<file path="config.mk">
export PLATFORM = sky130hd
export DESIGN_NAME = container_dma_issuer
export DESIGN_NICKNAME = d
export VERILOG_FILES = /design/src/rtl/cdma_pkg.sv /design/src/rtl/cdesc_decode.sv /design/src/rtl/burst_slot_pool.sv /design/src/rtl/poll_timer.sv /design/src/rtl/container_dma_issuer.sv
export SDC_FILE = /design/constraint.sdc
export NUM_CORES = 1
export LEC_CHECK = 0
export BUFFER_PORTS_ARGS = -buffer_cell sky130_fd_sc_hd__buf_2
export CAP_MARGIN = 20
export CORE_UTILIZATION = 45
export CTS_CLUSTER_DIAMETER = 60
export CTS_CLUSTER_SIZE = 14
export DETAILED_ROUTE_END_ITERATION = 16
export PLACE_DENSITY = 0.85
export SLEW_MARGIN = 5
export SYNTH_ARGS = -nofsm -noshare
export SYNTH_HDL_FRONTEND = slang
export SYNTH_SLANG_ARGS = --single-unit
</file>
<file path="constraint.sdc">
create_clock -name clk -period 2.9 [get_ports clk]
set_input_delay 0.435 -clock clk [delete_from_list [all_inputs] [get_ports clk]]
set_output_delay 0.435 -clock clk [all_outputs]
set_load 0.01 [all_outputs]
</file>
<file path="src/rtl/cdma_pkg.sv">
package cdma_pkg;
    localparam int ADDR_W = 44;
    localparam int EXT_W  = 12;
    localparam int FLD_W  = 26;

    typedef enum logic [3:0] {
        ST_IDLE, ST_POLL_REQ, ST_POLL_WAIT, ST_POLL_GAP, ST_XFER,
        ST_DRAIN, ST_FLAG_REQ, ST_FLAG_WAIT, ST_DONE
    } cdma_state_e;

    localparam logic [1:0] KIND_FLAG_RD = 2'd0;
    localparam logic [1:0] KIND_DATA    = 2'd1;
    localparam logic [1:0] KIND_FLAG_WR = 2'd2;
endpackage

</file>
<file path="src/rtl/cdesc_decode.sv">
module cdesc_decode
    import cdma_pkg::*;
(
    input  logic [31:0]       lo_word,
    input  logic [31:0]       hi_word,
    output logic [ADDR_W-1:0] flag_addr,
    output logic [ADDR_W-1:0] base_addr
);
    logic [63:0]      packed_desc;
    logic [EXT_W-1:0] ext_bits;
    logic [FLD_W-1:0] flag_fld;
    logic [FLD_W-1:0] base_fld;

    always_comb begin
        packed_desc = {hi_word, lo_word};
        ext_bits    = packed_desc[63:52];
        base_fld    = packed_desc[51:26];
        flag_fld    = packed_desc[25:0];
        flag_addr   = {ext_bits, flag_fld, 6'b0};
        base_addr   = {ext_bits, base_fld, 6'b0};
    end
endmodule

</file>
<file path="src/rtl/burst_slot_pool.sv">
module burst_slot_pool #(
    parameter int SLOTS = 4,
    localparam int IDX_W = $clog2(SLOTS)
) (
    input  logic             clk,
    input  logic             rst_n,
    input  logic             alloc,
    input  logic [IDX_W-1:0] alloc_idx,
    input  logic             retire,
    input  logic [IDX_W-1:0] retire_idx,
    output logic [IDX_W-1:0] free_idx,
    output logic             any_free,
    output logic             all_free
);
    logic [SLOTS-1:0] busy;
    logic [SLOTS-1:0] set_mask;
    logic [SLOTS-1:0] clr_mask;

    always_comb begin
        any_free = 1'b0;
        free_idx = '0;
        for (int i = SLOTS - 1; i >= 0; i--) begin
            if (!busy[i]) begin
                any_free = 1'b1;
                free_idx = IDX_W'(i);
            end
        end
        all_free = (busy == '0);
    end

    for (genvar g = 0; g < SLOTS; g++) begin : g_mask
        assign set_mask[g] = alloc  && (alloc_idx  == IDX_W'(g));
        assign clr_mask[g] = retire && (retire_idx == IDX_W'(g));
    end

    always_ff @(posedge clk or negedge rst_n) begin
        if (!rst_n) busy <= '0;
        else        busy <= (busy & ~clr_mask) | set_mask;
    end
endmodule

</file>
<file path="src/rtl/poll_timer.sv">
module poll_timer #(
    parameter int W = 16
) (
    input  logic         clk,
    input  logic         rst_n,
    input  logic         load,
    input  logic [W-1:0] period,
    output logic         expired
);
    logic [W-1:0] cnt;

    always_ff @(posedge clk or negedge rst_n) begin
        if (!rst_n)          cnt <= '0;
        else if (load)       cnt <= period;
        else if (cnt != '0)  cnt <= cnt - 1'b1;
    end

    assign expired = (cnt == '0);
endmodule

</file>
<file path="src/rtl/container_dma_issuer.sv">
module container_dma_issuer
    import cdma_pkg::*;
#(
    parameter logic [1:0] CHAN            = 2'd0,
    parameter bit         IS_RX           = 1'b0,
    parameter int         PERIOD_W        = 16,
    parameter int         SLOTS           = 4,
    parameter int         BURST_BYTES     = 64,
    parameter int         CONTAINER_BYTES = 4096
) (
    input  logic                clk,
    input  logic                rst_n,
    input  logic                run,
    input  logic [31:0]         desc_lo,
    input  logic [31:0]         desc_hi,
    input  logic [PERIOD_W-1:0] poll_period,
    output logic                cmd_valid,
    input  logic                cmd_ready,
    output logic [1:0]          cmd_kind,
    output logic                cmd_write,
    output logic                cmd_flag,
    output logic [ADDR_W-1:0]   cmd_addr,
    output logic [3:0]          cmd_tag,
    output logic                cmd_src,
    input  logic                rsp_valid,
    input  logic [3:0]          rsp_tag,
    input  logic                rsp_flag,
    output logic                irq_done
);
    localparam int BURSTS    = CONTAINER_BYTES / BURST_BYTES;
    localparam int CNT_W     = $clog2(BURSTS + 1);
    localparam int IDX_W     = $clog2(SLOTS);
    localparam int OFS_W     = $clog2(BURST_BYTES);
    localparam bit WANT_FLAG = !IS_RX;

    cdma_state_e state, state_n;

    logic [ADDR_W-1:0] flag_addr, base_addr, data_addr;
    logic [CNT_W-1:0]  issued;
    logic [IDX_W-1:0]  free_idx, tag_sel, hold_idx, slot;
    logic              any_free, all_free, hold_vld;
    logic              rsp_mine, retire_hit, data_go, data_hs, gap_load, gap_done;
    logic              all_issued;

    cdesc_decode u_dec (
        .lo_word(desc_lo), .hi_word(desc_hi),
        .flag_addr(flag_addr), .base_addr(base_addr)
    );

    assign rsp_mine   = rsp_valid && (rsp_tag[3:2] == CHAN);
    assign retire_hit = rsp_mine && (state == ST_XFER || state == ST_DRAIN);
    assign all_issued = (issued == CNT_W'(BURSTS));
    assign data_go    = (state == ST_XFER) && run && any_free && !all_issued;
    assign data_hs    = data_go && cmd_ready;
    assign tag_sel    = hold_vld ? hold_idx : free_idx;
    assign data_addr  = base_addr + (ADDR_W'(issued) << OFS_W);
    assign gap_load   = (state == ST_POLL_WAIT) && rsp_mine && (rsp_flag != WANT_FLAG);

    burst_slot_pool #(.SLOTS(SLOTS)) u_pool (
        .clk(clk), .rst_n(rst_n),
        .alloc(data_hs), .alloc_idx(tag_sel),
        .retire(retire_hit), .retire_idx(rsp_tag[IDX_W-1:0]),
        .free_idx(free_idx), .any_free(any_free), .all_free(all_free)
    );

    poll_timer #(.W(PERIOD_W)) u_timer (
        .clk(clk), .rst_n(rst_n), .load(gap_load),
        .period(poll_period), .expired(gap_done)
    );

    // State register and burst bookkeeping
    always_ff @(posedge clk or negedge rst_n) begin
        if (!rst_n) begin
            state    <= ST_IDLE;
            issued   <= '0;
            hold_vld <= 1'b0;
            hold_idx <= '0;
        end else begin
            state <= state_n;
            if (state == ST_POLL_WAIT) issued <= '0;
            else if (data_hs)          issued <= issued + 1'b1;
            if (data_go && !cmd_ready) begin
                hold_vld <= 1'b1;
                hold_idx <= tag_sel;
            end else begin
                hold_vld <= 1'b0;
            end
        end
    end

    // Next-state logic
    always_comb begin
        state_n = state;
        unique case (state)
            ST_IDLE:      if (run) state_n = ST_POLL_REQ;
            ST_POLL_REQ:  if (cmd_ready) state_n = ST_POLL_WAIT;
            ST_POLL_WAIT: if (rsp_mine)
                              state_n = (rsp_flag == WANT_FLAG) ? ST_XFER : ST_POLL_GAP;
            ST_POLL_GAP:  if (gap_done) state_n = run ? ST_POLL_REQ : ST_IDLE;
            ST_XFER:      if (!run || all_issued) state_n = ST_DRAIN;
            ST_DRAIN:     if (all_free) state_n = all_issued ? ST_FLAG_REQ : ST_IDLE;
            ST_FLAG_REQ:  if (cmd_ready) state_n = ST_FLAG_WAIT;
            ST_FLAG_WAIT: if (rsp_mine) state_n = ST_DONE;
            ST_DONE:      state_n = ST_IDLE;
            default:      state_n = ST_IDLE;
        endcase
    end

    // Outputs
    always_comb begin
        cmd_valid = 1'b0;
        cmd_kind  = KIND_FLAG_RD;
        cmd_write = 1'b0;
        cmd_flag  = 1'b0;
        cmd_addr  = flag_addr;
        slot      = '0;
        irq_done  = 1'b0;
        unique case (state)
            ST_POLL_REQ: cmd_valid = 1'b1;
            ST_XFER: begin
                cmd_valid = data_go;
                cmd_kind  = KIND_DATA;
                cmd_write = IS_RX;
                cmd_addr  = data_addr;
                slot      = tag_sel;
            end
            ST_FLAG_REQ: begin
                cmd_valid = 1'b1;
                cmd_kind  = KIND_FLAG_WR;
                cmd_write = 1'b1;
                cmd_flag  = !WANT_FLAG;
            end
            ST_DONE: irq_done = 1'b1;
            default: ;
        endcase
        cmd_tag = {CHAN, 2'(slot)};
        cmd_src = IS_RX;
    end
endmodule

</file>
---- Word-level counts from Yosys, hierarchy flattened ----
Cells that the tools add are included.
Widths: inputs -> output; s select.
cells by class
  multiplexer cells ....................... 32
  multipliers ............................. 0
  eq/ne operators ......................... 23
  $add $sub $neg .......................... 3
  order comparisons ....................... 0
  shift-type cells ........................ 0
  reductions and logical operators ........ 33
  divide/modulo/power cells ............... 0
  bitwise gates (word level) .............. 4
operator list
  kind                   count
  $add 44x13->44         1
  $mux 44                1
  $mux 16                2
  $mux 4                 8
  $pmux 4 s8             1
  $logic_and 1x1->1      17
  $eq 4x3->1 const B     4
  $logic_not 16->1       1
  $reduce_bool 16->1     1
  $sub 16x1->16 const B  1
  $mux 7                 2
  $ne 2x2->1 const B     7
  $mux 2                 6
  $eq 2x2->1 const B     4
  $eq 4x2->1 const B     2
  $logic_not 4->1        2
  $mux 1                 8
  $reduce_and 8->1       1
  $add 7x1->7 const B    1
  $eq 7x7->1 const B     1
  $logic_not 2->1        3
  $mux 3                 2
  $and 4x4->4            1
  $eq 2x1->1 const B     2
  12 further kinds       16
storage, ports and cells
  latch bits .............................. 0
  bits of input ports ..................... 90
  ROM bits ................................ 0
  memory bits (writable) .................. 0
  flip-flop bits (word level) ............. 34
  memories kept ........................... 0

---- Depth between registers and ports, before layout ----
  depth after elaboration ................. 9
  depth in mapped cells ................... 8

---- Cells and area by module ----
Synthesis repeated with hierarchy kept, for this count alone.
unflattened totals
  cell total of the unflattened synthesis .. 585
  area total of the unflattened synthesis .. 4389.2 µm²
modules (own cells, without submodules)
  module                area an instance (µm²)  cells each  seq. area each (µm²)  instances
  container_dma_issuer  2506.2                  370         350.3                 1
  poll_timer            1006.0                  104         400.4                 1
  cdesc_decode          664.4                   89          0.0                   1
  burst_slot_pool       212.7                   22          100.1                 1

---- Worst setup path before layout ----
OpenSTA, ideal clock, no wires.
  kind .................................... register to output
  from .................................... register issued[0]
  to ...................................... output port cmd_addr[28]
  cell stages (with the launch flop) ...... 8
  required time ........................... 2.465 ns
  arrival ................................. 2.297 ns
  path slack .............................. 0.168 ns
  cell sequence ........................... dfrtp_1 -> ha_1 -> fa_1 -> a211oi_1 -> nor3_2 -> o21ai_2 -> or4_1 -> a31oi_1
between the ends
  cells in the longest elaborated chain, start to end .. 2
ends and longest elaborated chain
  element                   line                         RTL
  start: declaration        container_dma_issuer.sv:39   logic [CNT_W-1:0] issued;
  start signal: assignment  container_dma_issuer.sv:81   else if (data_hs) issued <= issued + 1'b1;
  $add 44x13->44            container_dma_issuer.sv:56   assign data_addr = base_addr + (ADDR_W'(issued) << OFS_W);
  $mux 44                   container_dma_issuer.sv:118  unique case (state)
  end: declaration          container_dma_issuer.sv:22   output logic [ADDR_W-1:0] cmd_addr,
No other way between the ends.

---- Worst setup path after layout ----
  from .................................... register issued[0]
  to ...................................... output port cmd_addr[12]
Same word-level chain as after synthesis.

==> results.yml <==
yosys:
  ys_ff_latch: 34
  synth_fa_ha_area_frac: 0.04597
  synth_area_per_cell_um2: 7.571
  ys_top_cells_by_area: "dfrtp_1 (25%), xor2_1 (8.2%), nand2_1 (6.8%)"
  synth-simple-area-share: 0.3145
  syn-instance-count: 453
  synth-main-ff-cell: "dfrtp_1"
  synthMuxAreaShare: 0.02408
  ys_seq_area_frac: 0.2481
  synth.largest_area_cell: "dfrtp_1"
  synth.distinct_cells: 61
  yosysWarningCount: 0
  synth_area_um2: 3430
  synth_edf_count: 0
  synthXorXnorAreaFrac: 0.1098
  ys_async_sr_fraction: 1.000
  synth-compound-area-share: 0.1915
  synth_top_family_by_area: "simple AND/OR/NAND/NOR gates"
  synth_top_area_frac: 0.2481
floorplanning:
  core_area_um2: 7292
  chipHeight_um: 89.30
  pin_count: 145
  rows: 31
  start_util: 0.4703
  die-area_um2: 7974
  die_w_um: 89.30
clock_network:
  clk_path_buf_depth: 2
  cts_root_buf: "clkbuf_8"
  clock_latency_ns: 0.29
  path_clk_slew_ns: 0.07
  numCtsBuffers: 5
  cts_sinks: 34
  cts_htree_levels: 2
  cts_tree: "yes"
worst_setup_path:
  cpPeakStageDelay_ns: 0.41
  r2r_cells: 6
  crit_cells: 9
  critPathMaxFanout: 2
  crit_required_ns: 2.47
  cp_top_family: "compound AO/OA/AOI/OAI gates"
  path_cells: "ha_4 -> fa_2 -> a211oi_4 -> buf_4 -> o21bai_1 -> a21oi_1 -> xor2_1 -> o21ai_0 -> buf_2"
  critPathSlowestCell: "dfrtp_1"
  crit_buf_inv: 2
  crit_type: "register to output port"
  startpoint_type: "register"
  cp-end-kind: "output port"
  arrival_ns: 2.46
sta:
  clock_skew_ns: 0.004722
  max_freq_mhz: 345.2
  timing.slew.headroom: 0.3661
  maxSlewViolCount: 0
  fin_tns_setup_ns: 0
  worst_pin_slew_ns: 0.9508
  fin_crit_ns: 2.897
  finalSetupViolCount: 0
  rsz0062_at_grt: "true"
  period_share: 0.9988
  final-hold-violation-count: 0
placement:
  io_buffers: 134
  place.gp.congestion: 0.8790
  place_area_um2: 4254
  dp_hpwl_um: 7500
global_route:
  grt_pass1_wl_um: 15300
  overflow: 0
  antenna_found_initial: 0
  grt.total_usage: 0.2464
  grt_pass1_vias: 3496
  grt_max_degree: 47
pwr:
  irDropWorstVdd_v: 0.0003597
  pwr_density_cell_nw_per_um2: 496.9
  leakage_uw: 0.002109
  finalPower_uw: 2293
worst_hold_path:
  hp-class: "input pin to asynchronous set/reset pin"
detailed_routing:
  antenna_left: 0
  first_pass_iters: 6
  drt_iter0_drc: 173
  wl_um: 10300
  wire_per_inst_um: 14.63
  vias_per_cell: 5.543
  num_vias: 3902
  drc: 0
outcome:
  status: "completed"
final_layout:
  drive_above_1_share: 0.3438
  postLayoutCellArea_um2: 4614
  diodes: 0
  nNetsFinal: 706
  syn2layout_area_growth_pct: 34.55
run:
  drv_cap: 0
[synth_stat cells, types with 12 or more instances]
cell type  number
nand2_1        62
nor2_1         38
dfrtp_1        34
xor2_1         32
o21ai_0        31
a21oi_1        25
clkbuf_1       14
nand4_1        14
inv_1          13
nor3_1         12
[state kept, by name (all words and copies together) (netlist names)]
signal and flops:
u_timer.cnt 16, hold_vld 1, u_pool.busy 4, issued 7, hold_idx 2, state 4
[final cells by class]
class / instances / area (um2)
fill: 613 / 2678
multi-input combinational: 385 / 2572
timing repair buffer: 163 / 908.4
sequential: 34 / 857.1
tap: 99 / 123.9
clock buffer: 7 / 86.33
inverter: 15 / 61.31
clock inverter: 1 / 5.005
[layout by cell type (no fill, tap or decap), types with 4 or more instances in the layout]
master and count:
ha_1 5, xor2_1 32, mux2i_1 6, dfrtp_1 29
or4_1 7, buf_2 134, nand3_1 10, dfrtp_2 5
nand4_1 14, xnor2_1 11, o31ai_1 4, nor4_1 5
inv_1 13, clkbuf_8 6, o21ai_1 7, nor2_1 38
o211ai_1 11, buf_4 26, nand3b_1 4, nand2_1 62
a21oi_1 25, a31oi_1 8, and2_1 6, and3_1 8
o21ai_0 26, nand2b_1 7, nor3_1 10, nor4_2 6
a21o_1 5, conb_1 10, ha_4 6, or3_1 4
[worst paths after layout]
check | from | end | slack (ns)
max in group asynchronous | rst_n | issued[2] | 2.15
min in group clk | poll_period[1] | u_timer.cnt[1] | 0.37
min reg2reg | hold_idx[1] | hold_idx[1] | 0.52
max | issued[0] | cmd_addr[12] | 0.003
max reg2reg | state[2] | u_timer.cnt[12] | 0.41
min | rst_n | u_timer.cnt[10] | 0.21
[timing repair]
item,CTS,global route
gates cloned,0,1
setup buffers,1,9
endpoints found under the hold margin,0,0
hold buffers,0,0
resized for setup,14,24
pin swaps,6,14
endpoints found under the setup margin,11,27
[cell families after synthesis]
group                    after synthesis
flip-flops                            34
adder cells (fa/ha/maj)               12
XOR/XNOR                              43
multiplexers                           8
buffers and inverters                 44
AND/OR/NAND/NOR                      205
other                                  1
AO/OA/AOI/OAI                        106
[power by group]
part / leakage, uW / total (uW) / switching [uW] / internal (uW)
registers: 0.000405 / 768 / 147 / 620
clock network: 0.0000482 / 367 / 175 / 191
logic: 0.00166 / 1160 / 637 / 521
total: 0.00211 / 2290 / 960 / 1330
[per-stage QoR]
step	setup WS [ns]	hold slack (ns)	utilization	cells
after floorplan	0.1681	0.1394	-	462
after global placement	0.08940	0.4972	0.5834	687
after detailed placement	0.05931	0.5012	0.5834	687
after CTS	-0.02733	0.2303	0.6083	696
after global routing	-0.07052	0.2612	0.6328	704
final	0.003493	0.2113	0.6328	704
[layer usage]
layer,share of wire,GRT usage
met1,0.40,0.2845
met2,0.51,0.4490
met3,0.063,0.03786
met4,0.026,0.1097
met5,0,0
Power figures use the tool's default switching activity.
